`config.mk`:
```
export PLATFORM = sky130hd
export DESIGN_NAME = burst_sram
export DESIGN_NICKNAME = d
export VERILOG_FILES = /design/src/rtl/burst_sram_pkg.sv /design/src/rtl/burst_ctrl.sv /design/src/rtl/burst_array.sv /design/src/rtl/burst_rdpipe.sv /design/src/rtl/burst_sram.sv
export SDC_FILE = /design/constraint.sdc
export NUM_CORES = 2
export LEC_CHECK = 0
export BUFFER_PORTS_ARGS = -buffer_cell sky130_fd_sc_hd__buf_2
export CAP_MARGIN = 20
export CORE_ASPECT_RATIO = 0.9
export CORE_UTILIZATION = 40
export CTS_CLUSTER_DIAMETER = 100
export DETAILED_ROUTE_END_ITERATION = 8
export PLACE_DENSITY = 0.58
export SLEW_MARGIN = 20
export SYNTH_ARGS = -nofsm -noshare
export SYNTH_HDL_FRONTEND = slang
export SYNTH_SLANG_ARGS = --single-unit
```
`constraint.sdc`:
```
create_clock -name clk -period 0.8 [get_ports clk]
set_input_delay 0.2 -clock clk [delete_from_list [all_inputs] [get_ports clk]]
set_output_delay 0.2 -clock clk [all_outputs]
set_load 0.02 [all_outputs]
```
`src/rtl/burst_sram_pkg.sv`:
```
package burst_sram_pkg;

  typedef enum logic [1:0] {
    ACC_NONE,
    ACC_READ,
    ACC_WRITE
  } acc_e;

  // Low address bits of a burst beat: XOR order or wrapping-add order.
  function automatic logic [1:0] beat_low(input logic [1:0] start,
                                          input logic [1:0] cnt,
                                          input logic       xor_order);
    return xor_order ? (start ^ cnt) : (start + cnt);
  endfunction

endpackage

```
`src/rtl/burst_ctrl.sv`:
```
module burst_ctrl
  import burst_sram_pkg::*;
#(
  parameter int unsigned AW    = 6,
  parameter int unsigned LANES = 4
) (
  input  logic             clk,
  input  logic             rst_n,
  input  logic [AW-1:0]    addr,
  input  logic             en_hi0,
  input  logic             en_lo_n,
  input  logic             en_hi1,
  input  logic             cpu_strb_n,
  input  logic             ctl_strb_n,
  input  logic             burst_adv_n,
  input  logic             wr_all_n,
  input  logic             wr_byte_n,
  input  logic [LANES-1:0] lane_sel_n,
  input  logic             sleep,
  input  logic             ilv_mode,
  output logic [AW-1:0]    acc_addr,
  output logic [LANES-1:0] wr_lanes,
  output logic             rd_req
);

  logic          active_q, active_d;
  logic [AW-1:0] base_q, base_d;
  logic [1:0]    cnt_q, cnt_d;
  logic          sel, cpu_go, ctl_go, wr_want;
  logic [LANES-1:0] lane_mask;
  acc_e          acc;

  always_comb begin
    sel       = en_hi0 & ~en_lo_n & en_hi1;
    cpu_go    = ~cpu_strb_n & ~en_lo_n;
    ctl_go    = ~ctl_strb_n;
    wr_want   = ~wr_all_n | ~wr_byte_n;
    lane_mask = ~wr_all_n ? {LANES{1'b1}} :
                (~wr_byte_n ? ~lane_sel_n : {LANES{1'b0}});

    active_d = active_q;
    base_d   = base_q;
    cnt_d    = cnt_q;
    acc      = ACC_NONE;
    acc_addr = {base_q[AW-1:2], beat_low(base_q[1:0], cnt_q, ilv_mode)};

    if (!sleep) begin
      if (cpu_go || ctl_go) begin
        if (sel) begin
          active_d = 1'b1;
          base_d   = addr;
          cnt_d    = 2'd0;
          acc_addr = addr;
          acc      = (cpu_go || !wr_want) ? ACC_READ : ACC_WRITE;
        end else begin
          active_d = 1'b0;
        end
      end else if (active_q) begin
        if (!burst_adv_n) begin
          cnt_d    = cnt_q + 2'd1;
          acc_addr = {base_q[AW-1:2], beat_low(base_q[1:0], cnt_d, ilv_mode)};
        end
        acc = wr_want ? ACC_WRITE : ACC_READ;
      end
    end

    wr_lanes = (acc == ACC_WRITE) ? lane_mask : {LANES{1'b0}};
    rd_req   = (acc == ACC_READ);
  end

  always_ff @(posedge clk or negedge rst_n) begin
    if (!rst_n) begin
      active_q <= 1'b0;
      cnt_q    <= 2'd0;
    end else begin
      active_q <= active_d;
      cnt_q    <= cnt_d;
    end
  end

  always_ff @(posedge clk) begin
    base_q <= base_d;
  end


  cpu_strobe_read_chk: assert property (@(posedge clk) disable iff (!rst_n)
    (!sleep && !cpu_strb_n && !en_lo_n && en_hi0 && en_hi1) |-> (wr_lanes == '0 && rd_req));


  sleep_no_access_chk: assert property (@(posedge clk) disable iff (!rst_n)
    sleep |-> (wr_lanes == '0 && !rd_req));


  sleep_hold_chk: assert property (@(posedge clk) disable iff (!rst_n)
    sleep |=> ($stable(cnt_q) && $stable(active_q)));


  base_load_chk: assert property (@(posedge clk) disable iff (!rst_n)
    (!sleep && (!ctl_strb_n || (!cpu_strb_n && !en_lo_n)) && en_hi0 && !en_lo_n && en_hi1)
      |=> (active_q && cnt_q == 2'd0 && base_q == $past(addr)));

endmodule

```
`src/rtl/burst_array.sv`:
```
module burst_array #(
  parameter int unsigned AW    = 6,
  parameter int unsigned LW    = 9,
  parameter int unsigned LANES = 4,
  localparam int unsigned DEPTH = 1 << AW,
  localparam int unsigned DW    = LW * LANES
) (
  input  logic             clk,
  input  logic [LANES-1:0] wr_lanes,
  input  logic [AW-1:0]    wr_addr,
  input  logic [DW-1:0]    wr_data,
  input  logic [AW-1:0]    rd_addr,
  output logic [DW-1:0]    rd_data
);

  for (genvar g = 0; g < LANES; g++) begin : g_lane
    logic [LW-1:0] mem [DEPTH];

    always_ff @(posedge clk) begin
      if (wr_lanes[g]) mem[wr_addr] <= wr_data[g*LW +: LW];
    end

    assign rd_data[g*LW +: LW] = mem[rd_addr];
  end

endmodule

```
`src/rtl/burst_rdpipe.sv`:
```
module burst_rdpipe #(
  parameter int unsigned AW = 6,
  parameter int unsigned DW = 36
) (
  input  logic          clk,
  input  logic          rst_n,
  input  logic          rd_req,
  input  logic [AW-1:0] rd_addr,
  output logic [AW-1:0] arr_addr,
  input  logic [DW-1:0] arr_data,
  input  logic          out_en_n,
  output logic [DW-1:0] rdata,
  output logic          rdata_drv
);

  logic          a_v_q, a_v_d;
  logic [AW-1:0] a_addr_q, a_addr_d;
  logic          drv_q, drv_d;
  logic [DW-1:0] dout_q, dout_d;

  always_comb begin
    a_v_d    = rd_req;
    a_addr_d = rd_req ? rd_addr : a_addr_q;
    drv_d    = a_v_q;
    dout_d   = a_v_q ? arr_data : dout_q;
  end

  always_ff @(posedge clk or negedge rst_n) begin
    if (!rst_n) begin
      a_v_q <= 1'b0;
      drv_q <= 1'b0;
    end else begin
      a_v_q <= a_v_d;
      drv_q <= drv_d;
    end
  end

  always_ff @(posedge clk) begin
    a_addr_q <= a_addr_d;
    dout_q   <= dout_d;
  end

  assign arr_addr  = a_addr_q;
  assign rdata     = dout_q;
  assign rdata_drv = drv_q & ~out_en_n;


  read_latency_chk: assert property (@(posedge clk) disable iff (!rst_n)
    rd_req |=> ##1 drv_q);


  deselect_tail_chk: assert property (@(posedge clk) disable iff (!rst_n)
    !rd_req |=> ##1 !drv_q);

endmodule

```
`src/rtl/burst_sram.sv`:
```
module burst_sram #(
  parameter int unsigned AW    = 6,
  parameter int unsigned LW    = 9,
  localparam int unsigned LANES = 4,
  localparam int unsigned DW    = LW * LANES
) (
  input  logic             clk,
  input  logic             rst_n,
  input  logic [AW-1:0]    addr,
  input  logic             en_hi0,
  input  logic             en_lo_n,
  input  logic             en_hi1,
  input  logic             cpu_strb_n,
  input  logic             ctl_strb_n,
  input  logic             burst_adv_n,
  input  logic             wr_all_n,
  input  logic             wr_byte_n,
  input  logic [LANES-1:0] lane_sel_n,
  input  logic             out_en_n,
  input  logic             sleep,
  input  logic             ilv_mode,
  input  logic [DW-1:0]    wdata,
  output logic [DW-1:0]    rdata,
  output logic             rdata_drv
);

  logic [1:0]       rst_sync_q;
  logic             rst_core_n;
  logic [AW-1:0]    acc_addr, arr_addr;
  logic [LANES-1:0] wr_lanes;
  logic             rd_req;
  logic [DW-1:0]    arr_data;

  always_ff @(posedge clk or negedge rst_n) begin
    if (!rst_n) rst_sync_q <= 2'b00;
    else        rst_sync_q <= {rst_sync_q[0], 1'b1};
  end
  assign rst_core_n = rst_sync_q[1];

  burst_ctrl #(.AW(AW), .LANES(LANES)) u_ctrl (
    .clk(clk), .rst_n(rst_core_n), .addr(addr),
    .en_hi0(en_hi0), .en_lo_n(en_lo_n), .en_hi1(en_hi1),
    .cpu_strb_n(cpu_strb_n), .ctl_strb_n(ctl_strb_n), .burst_adv_n(burst_adv_n),
    .wr_all_n(wr_all_n), .wr_byte_n(wr_byte_n), .lane_sel_n(lane_sel_n),
    .sleep(sleep), .ilv_mode(ilv_mode),
    .acc_addr(acc_addr), .wr_lanes(wr_lanes), .rd_req(rd_req)
  );

  burst_array #(.AW(AW), .LW(LW), .LANES(LANES)) u_array (
    .clk(clk), .wr_lanes(wr_lanes), .wr_addr(acc_addr), .wr_data(wdata),
    .rd_addr(arr_addr), .rd_data(arr_data)
  );

  burst_rdpipe #(.AW(AW), .DW(DW)) u_pipe (
    .clk(clk), .rst_n(rst_core_n), .rd_req(rd_req), .rd_addr(acc_addr),
    .arr_addr(arr_addr), .arr_data(arr_data), .out_en_n(out_en_n),
    .rdata(rdata), .rdata_drv(rdata_drv)
  );

endmodule

```
# Word-level counts from Yosys, hierarchy flattened
# Memory sizes are Yosys's and may differ from the RTL's. A register that Yosys moved wholly into a read port is not among the register bits.
# Cells that the tools add are included.
# classes
addsub,3
mux,29
n_eq_ne,4
bitwise,15
reduce_logical,7
# ops
operator,n
two-way mux 2 bit,14
two-way mux 6 bit,3
two-way mux 4 bit,3
two-way mux 1 bit,9
NOT 1 bit,7
adder 2 bit,2
bitwise AND 1 bit,4
"inequality test 2 x 1 -> 1 bit, second input constant",2
NOT 4 bit,1
AND reduction 4 bit,1
bitwise XOR 2 bit,2
AND reduction 3 bit,1
"adder 2 x 1 -> 2 bit, second input constant",1
"equality test 2 x 1 -> 1 bit, second input constant",1
"equality test 2 bit, second input constant",1
logical OR 1 bit,2
AND reduction 2 bit,1
nonzero test 2 bit,1
logical NOT 1 bit,1
bitwise OR 1 bit,1
# totals
mem_bits_rw,2304
in_bits,59
register_bits,19
out_inout_bits,37
memories,4
elab_cells,69
# memory_table
memory,depth,word_bits,rd,rd_ports_with_merged_regs,write_ports,line_no,source
u_array.g_lane[0].mem,64,9,1,1,1,burst_array.sv:17,logic [LW-1:0] mem [DEPTH];
u_array.g_lane[1].mem,64,9,1,1,1,burst_array.sv:17,
u_array.g_lane[2].mem,64,9,1,1,1,burst_array.sv:17,
u_array.g_lane[3].mem,64,9,1,1,1,burst_array.sv:17,

# Depth between registers and ports, before layout
# logic_depth
word_depth,12
ltp_mapped,11
depth_no_buf,8

# Cells and area by module
# Synthesis repeated with hierarchy kept, for this count alone.
# unflattened
cells_unflattened,4149
hier_area_um2,91240.0
# by_module_without_submodules
mod,n_inst,area_each_um2,cells_each,seq_area_each_um2
burst_array,1,89213.1,4027,69186.4
burst_rdpipe,1,1325.0,45,1311.3
burst_ctrl,1,648.1,74,255.2
burst_sram,1,53.8,3,50.0

# Least setup slack after synthesis
# OpenSTA, ideal clock, no wires.
# synth_path
path_type,reg-to-reg
startpoint,register u_ctrl.cnt_q[0]
endpoint,"memory u_array.g_lane[0].mem[10][0], enable pin"
arrival_ps,2515
setup_time_ps,387
path_slack_ps,-2101
path_stages_with_launch,8
path_cell_list,dfrtp_1 inv_1 ha_1 or3_1 a21oi_1 o21ai_1 clkbuf_1 nor3_1
# synth_between
elab_chain_len,7
elab_cells_between_ends,12
# synth_lines
item,line_no,source
"start, declared",burst_ctrl.sv:28,"logic [1:0] cnt_q, cnt_d;"
"start signal, assigned",burst_ctrl.sv:77,cnt_q <= cnt_d;
adder 2 x 1 -> 2 bit,burst_ctrl.sv:60,cnt_d = cnt_q + 2'd1;
adder 2 bit / bitwise XOR 2 bit (equally long branches),burst_sram_pkg.sv:13,return xor_order ? (start ^ cnt) : (start + cnt);
two-way mux 2 bit,burst_sram_pkg.sv:13,
two-way mux 2 bit,burst_ctrl.sv:59,if (!burst_adv_n) begin
two-way mux 2 bit,burst_ctrl.sv:58,end else if (active_q) begin
two-way mux 6 bit,burst_ctrl.sv:48,if (cpu_go || ctl_go) begin
two-way mux 6 bit (*),burst_ctrl.sv:47,if (!sleep) begin
"end, declared",burst_array.sv:17,
# Every way passes the cells marked *; elsewhere a longest branch is shown, timed or not.

==> results.yml <==
min_path:
  hold_start: "burst_adv_n"
  holdPathStages: 5
  min_to: "u_ctrl.cnt_q[0]"
  hold_class: "input pin to flop"
sta:
  fin_crit_ps: 2770
  rsz0062_at_grt: "yes"
  finalSetupTns_ps: -4311150
  skew_ps: 27.2
  final-max-slew-violation-count: 0
  timing.fmax_mhz: 361
  setup_ws_ps: -1970
  holdWs_ps: -76.7
  max_slew_margin: 0.427
  tightest_slew_ps: 857
  period_share: 3.46
  timing_hold_violations_final: 3
  setup_violations: 2457
power:
  p_leak_nw: 39.5
  max-vdd-ir-drop_uv: 2290
  powerDensity_mw_per_mm2: 2220
worst_setup_path:
  path_class: "flop to flop"
  slowest_stage: "mux4_2"
  cp_slowest_stage_delay_ps: 540
  reg2reg_depth: 8
  path_buf_inv: 4
  cp_max_fo: 18
  rr_endpoint: "u_pipe.rdata[26]"
  crit_arrival_ps: 3390
  required_ps: 1420
  rr_startpoint: "u_pipe.arr_addr[0]"
  crit_family: "multiplexers"
  cp-start-kind: "flop"
  path_common_cell: "mux4_2"
  reg2reg_slack_ps: -1970
  crit_chain: "buf_6 -> buf_16 -> buf_12 -> mux4_2 -> mux4_2 -> nor2_1 -> buf_4 -> nor3_1"
  crit_path_end_kind: "flop"
global_route:
  gr-usage-all-layers: 0.220
  grt_max_degree: 65
  antenna_found_initial: 13
  grt_pass1_vias: 48900
  grt_overflow: 0
  grt_pass1_wl_um: 365000
synthesis:
  netlist_area_mm2: 0.0920
  syn-num-nets: 4294
  avgSynthCellArea_um2: 21.7
  synth_edf_count: 2352
  yosysUniqueCellTypes: 53
  synth-seq-cells: 2359
  async_reset_ff_frac: 0.00297
  synth_flop_cell: "edfxtp_1"
  ys_warn_count: 0
  synth_cells: 4233
  ys_seq_area_frac: 0.770
clocking:
  cts_buffers: 228
  clockBufferDepth: 3
  hold_buffers: 46
  root_buffer: "clkbuf_16"
  htreeDepth: 4
  cts.sinks: 2359
  clk_latency_ps: 890
  tritoncts: "yes"
  clk_pin_slew_ps: 60
outcome:
  outcome: "finished, violations left"
  violations: "hold timing, setup timing"
route:
  drt_wl_total_um: 256000
  drt_iter0_markers: 5525
  first_pass_iters: 5
  route.detailed.drc: 0
  num_vias: 48500
  ant_nets: 0
  viasPerCell: 5.65
  wl_per_cell_um: 29.8
final_layout:
  syn2layout_area_growth_pct: 28.2
  fin_nets: 5406
  drive_gt1_frac: 0.420
flow_run:
  drv_cap: 0
floorplanning:
  rows: 166
  core-area_mm2: 0.228
  pin_count: 96
  fp.dieArea_mm2: 0.232
  dieWidth_um: 508
  initial_core_util: 0.403
  die_h_um: 457
place:
  routabilityCongestion: 0.828
  port_buffers: 95
  dp_slack_ps: -2140
  place_hpwl_um: 169000
what timing repair did:
item | 4_1_cts | 5_1_grt
buffers inserted | 57 | 25
endpoints found under the setup margin | 2435 | 2446
cloned | 32 | 6
gates resized for setup | 251 | 116
endpoints found under the hold margin | 2324 | 3
pin swaps | 45 | 35
sequential cells by signal, summed over array words and instances (netlist names):
register	cells
u_ctrl.active_q	1
u_ctrl.cnt_q	2
u_pipe.rdata	36
u_pipe.a_v_q	1
rst_sync_q	2
u_ctrl.base_q	6
u_array.g_lane.mem	2304
u_pipe.arr_addr	6
u_pipe.drv_q	1
layer usage:
metal / vias to the layer above / track usage / wire [um]
met3: 302 / 0.0354 / 17900
met4: 4 / 0.0524 / 5240
li1: 20300 / - / -
met5: - / 0 / 20
met1: 26000 / 0.321 / 111000
met2: 1823 / 0.347 / 122000
stage by stage:
step,hold WS [ps],utilization,area (um^2),power [W],instances
final,-76.7,0.517,118000,0.262,8570
after global routing,-85.4,0.517,118000,0.269,8568
after CTS,-138,0.513,117000,0.264,8537
after detailed placement,-12.4,0.469,107000,0.155,7975
after global placement,-14.9,0.469,107000,0.155,7975
after floorplan,-95.6,-,94000,0.147,4233
synthesized netlist by cell type, types with 3 or more instances:
cell type	instances	area, um^2
edfxtp_1	2352	70600
mux4_2	545	12300
mux2i_1	227	2270
nor3_1	222	1110
a22oi_1	112	841
buf_2	110	551
clkbuf_1	95	357
nand2_1	67	251
nor3_2	60	601
nand3_1	51	255
nor2b_1	33	206
o221ai_1	29	254
buf_1	28	105
buf_4	27	203
o21ai_0	24	120
a21oi_1	22	110
nor2_1	21	78.8
a211oi_1	18	135
o22ai_1	18	113
buf_6	17	191
nand4_1	16	100
a21o_1	14	105
nand2b_1	14	87.6
mux2_2	13	146
o2111ai_1	13	114
a2bb2oi_1	11	96.3
nand3b_1	8	60.1
and2_1	7	43.8
dfrtp_1	7	175
a22o_1	6	52.6
a31oi_1	5	31.3
inv_1	4	15.0
or3_1	4	25.0
and4_1	3	26.3
nor3b_1	3	22.5
o31ai_1	3	22.5
cell type report:
cell class	count	area (um^2)
multi-input cells	1591	22300
flip-flops and latches	2359	70800
well taps	3024	3780
inverters	6	30.0
repair buffers	1159	13600
fillers	17800	110000
clock inverters	148	1490
clock buffers	280	5900
diodes	3	7.51
worst register-to-register path, cell delays in order (launching register included):
cell and delay (ps):
edfxtp_1 380, buf_6 140, buf_16 190, buf_12 250
mux4_2 550, mux4_2 520, nor2_1 270, buf_4 170
nor3_1 40
logic make-up after synthesis:
group | Yosys count | synth area share
other | 1 | 0.0000408
flip-flops | 2359 | 0.770
AO/OA/AOI/OAI | 286 | 0.0226
AND/OR/NAND/NOR | 513 | 0.0316
XOR/XNOR | 3 | 0.000435
adder cells (fa/ha/maj) | 2 | 0.000272
multiplexers | 786 | 0.160
buffers and inverters | 283 | 0.0155
worst max-delay path by stage:
stage,start,end,slack [ps],cells after the start
4_1_cts,u_pipe.arr_addr[0],u_pipe.rdata[1],-1980,7
3_3_place_gp,u_ctrl.cnt_q[0],u_array.g_lane[1].mem[48][0],-2280,8
6_report,u_pipe.arr_addr[0],u_pipe.rdata[26],-1970,8
2_1_floorplan,u_ctrl.base_q[1],u_array.g_lane[2].mem[53][0],-2050,7
3_5_place_dp,en_lo_n,u_array.g_lane[3].mem[47][8],-2140,9
5_1_grt,u_ctrl.cnt_q[0],u_array.g_lane[3].mem[60][7],-2020,11
layout by cell type, fill, tap and decap left out, drive strengths merged, types with 5 or more instances in the layout:
master	instances
mux2i	228
a22oi	112
and2	8
nor3	282
mux2	13
a21oi	22
mux4	545
nor2b	33
o2111ai	13
nand4	16
o221ai	29
dfrtp	7
a22o	6
inv	17
a211oi	18
o22ai	18
a31oi	5
nand2	67
nand3b	9
a2bb2oi	11
clkbuf	284
o21ai	26
dlygate4sd3	46
buf	1105
bufinv	25
a21o	14
edfxtp	2352
clkinv	100
nand3	51
clkinvlp	12
nand2b	14
nor2	21
power breakdown:
group	internal, W	total, W	switching, W
sequential	0.136	0.136	0.0000908
clock	0.0605	0.107	0.0465
combinational	0.00669	0.0191	0.0124
total	0.203	0.262	0.0589
(Power assumes the default switching activity.)
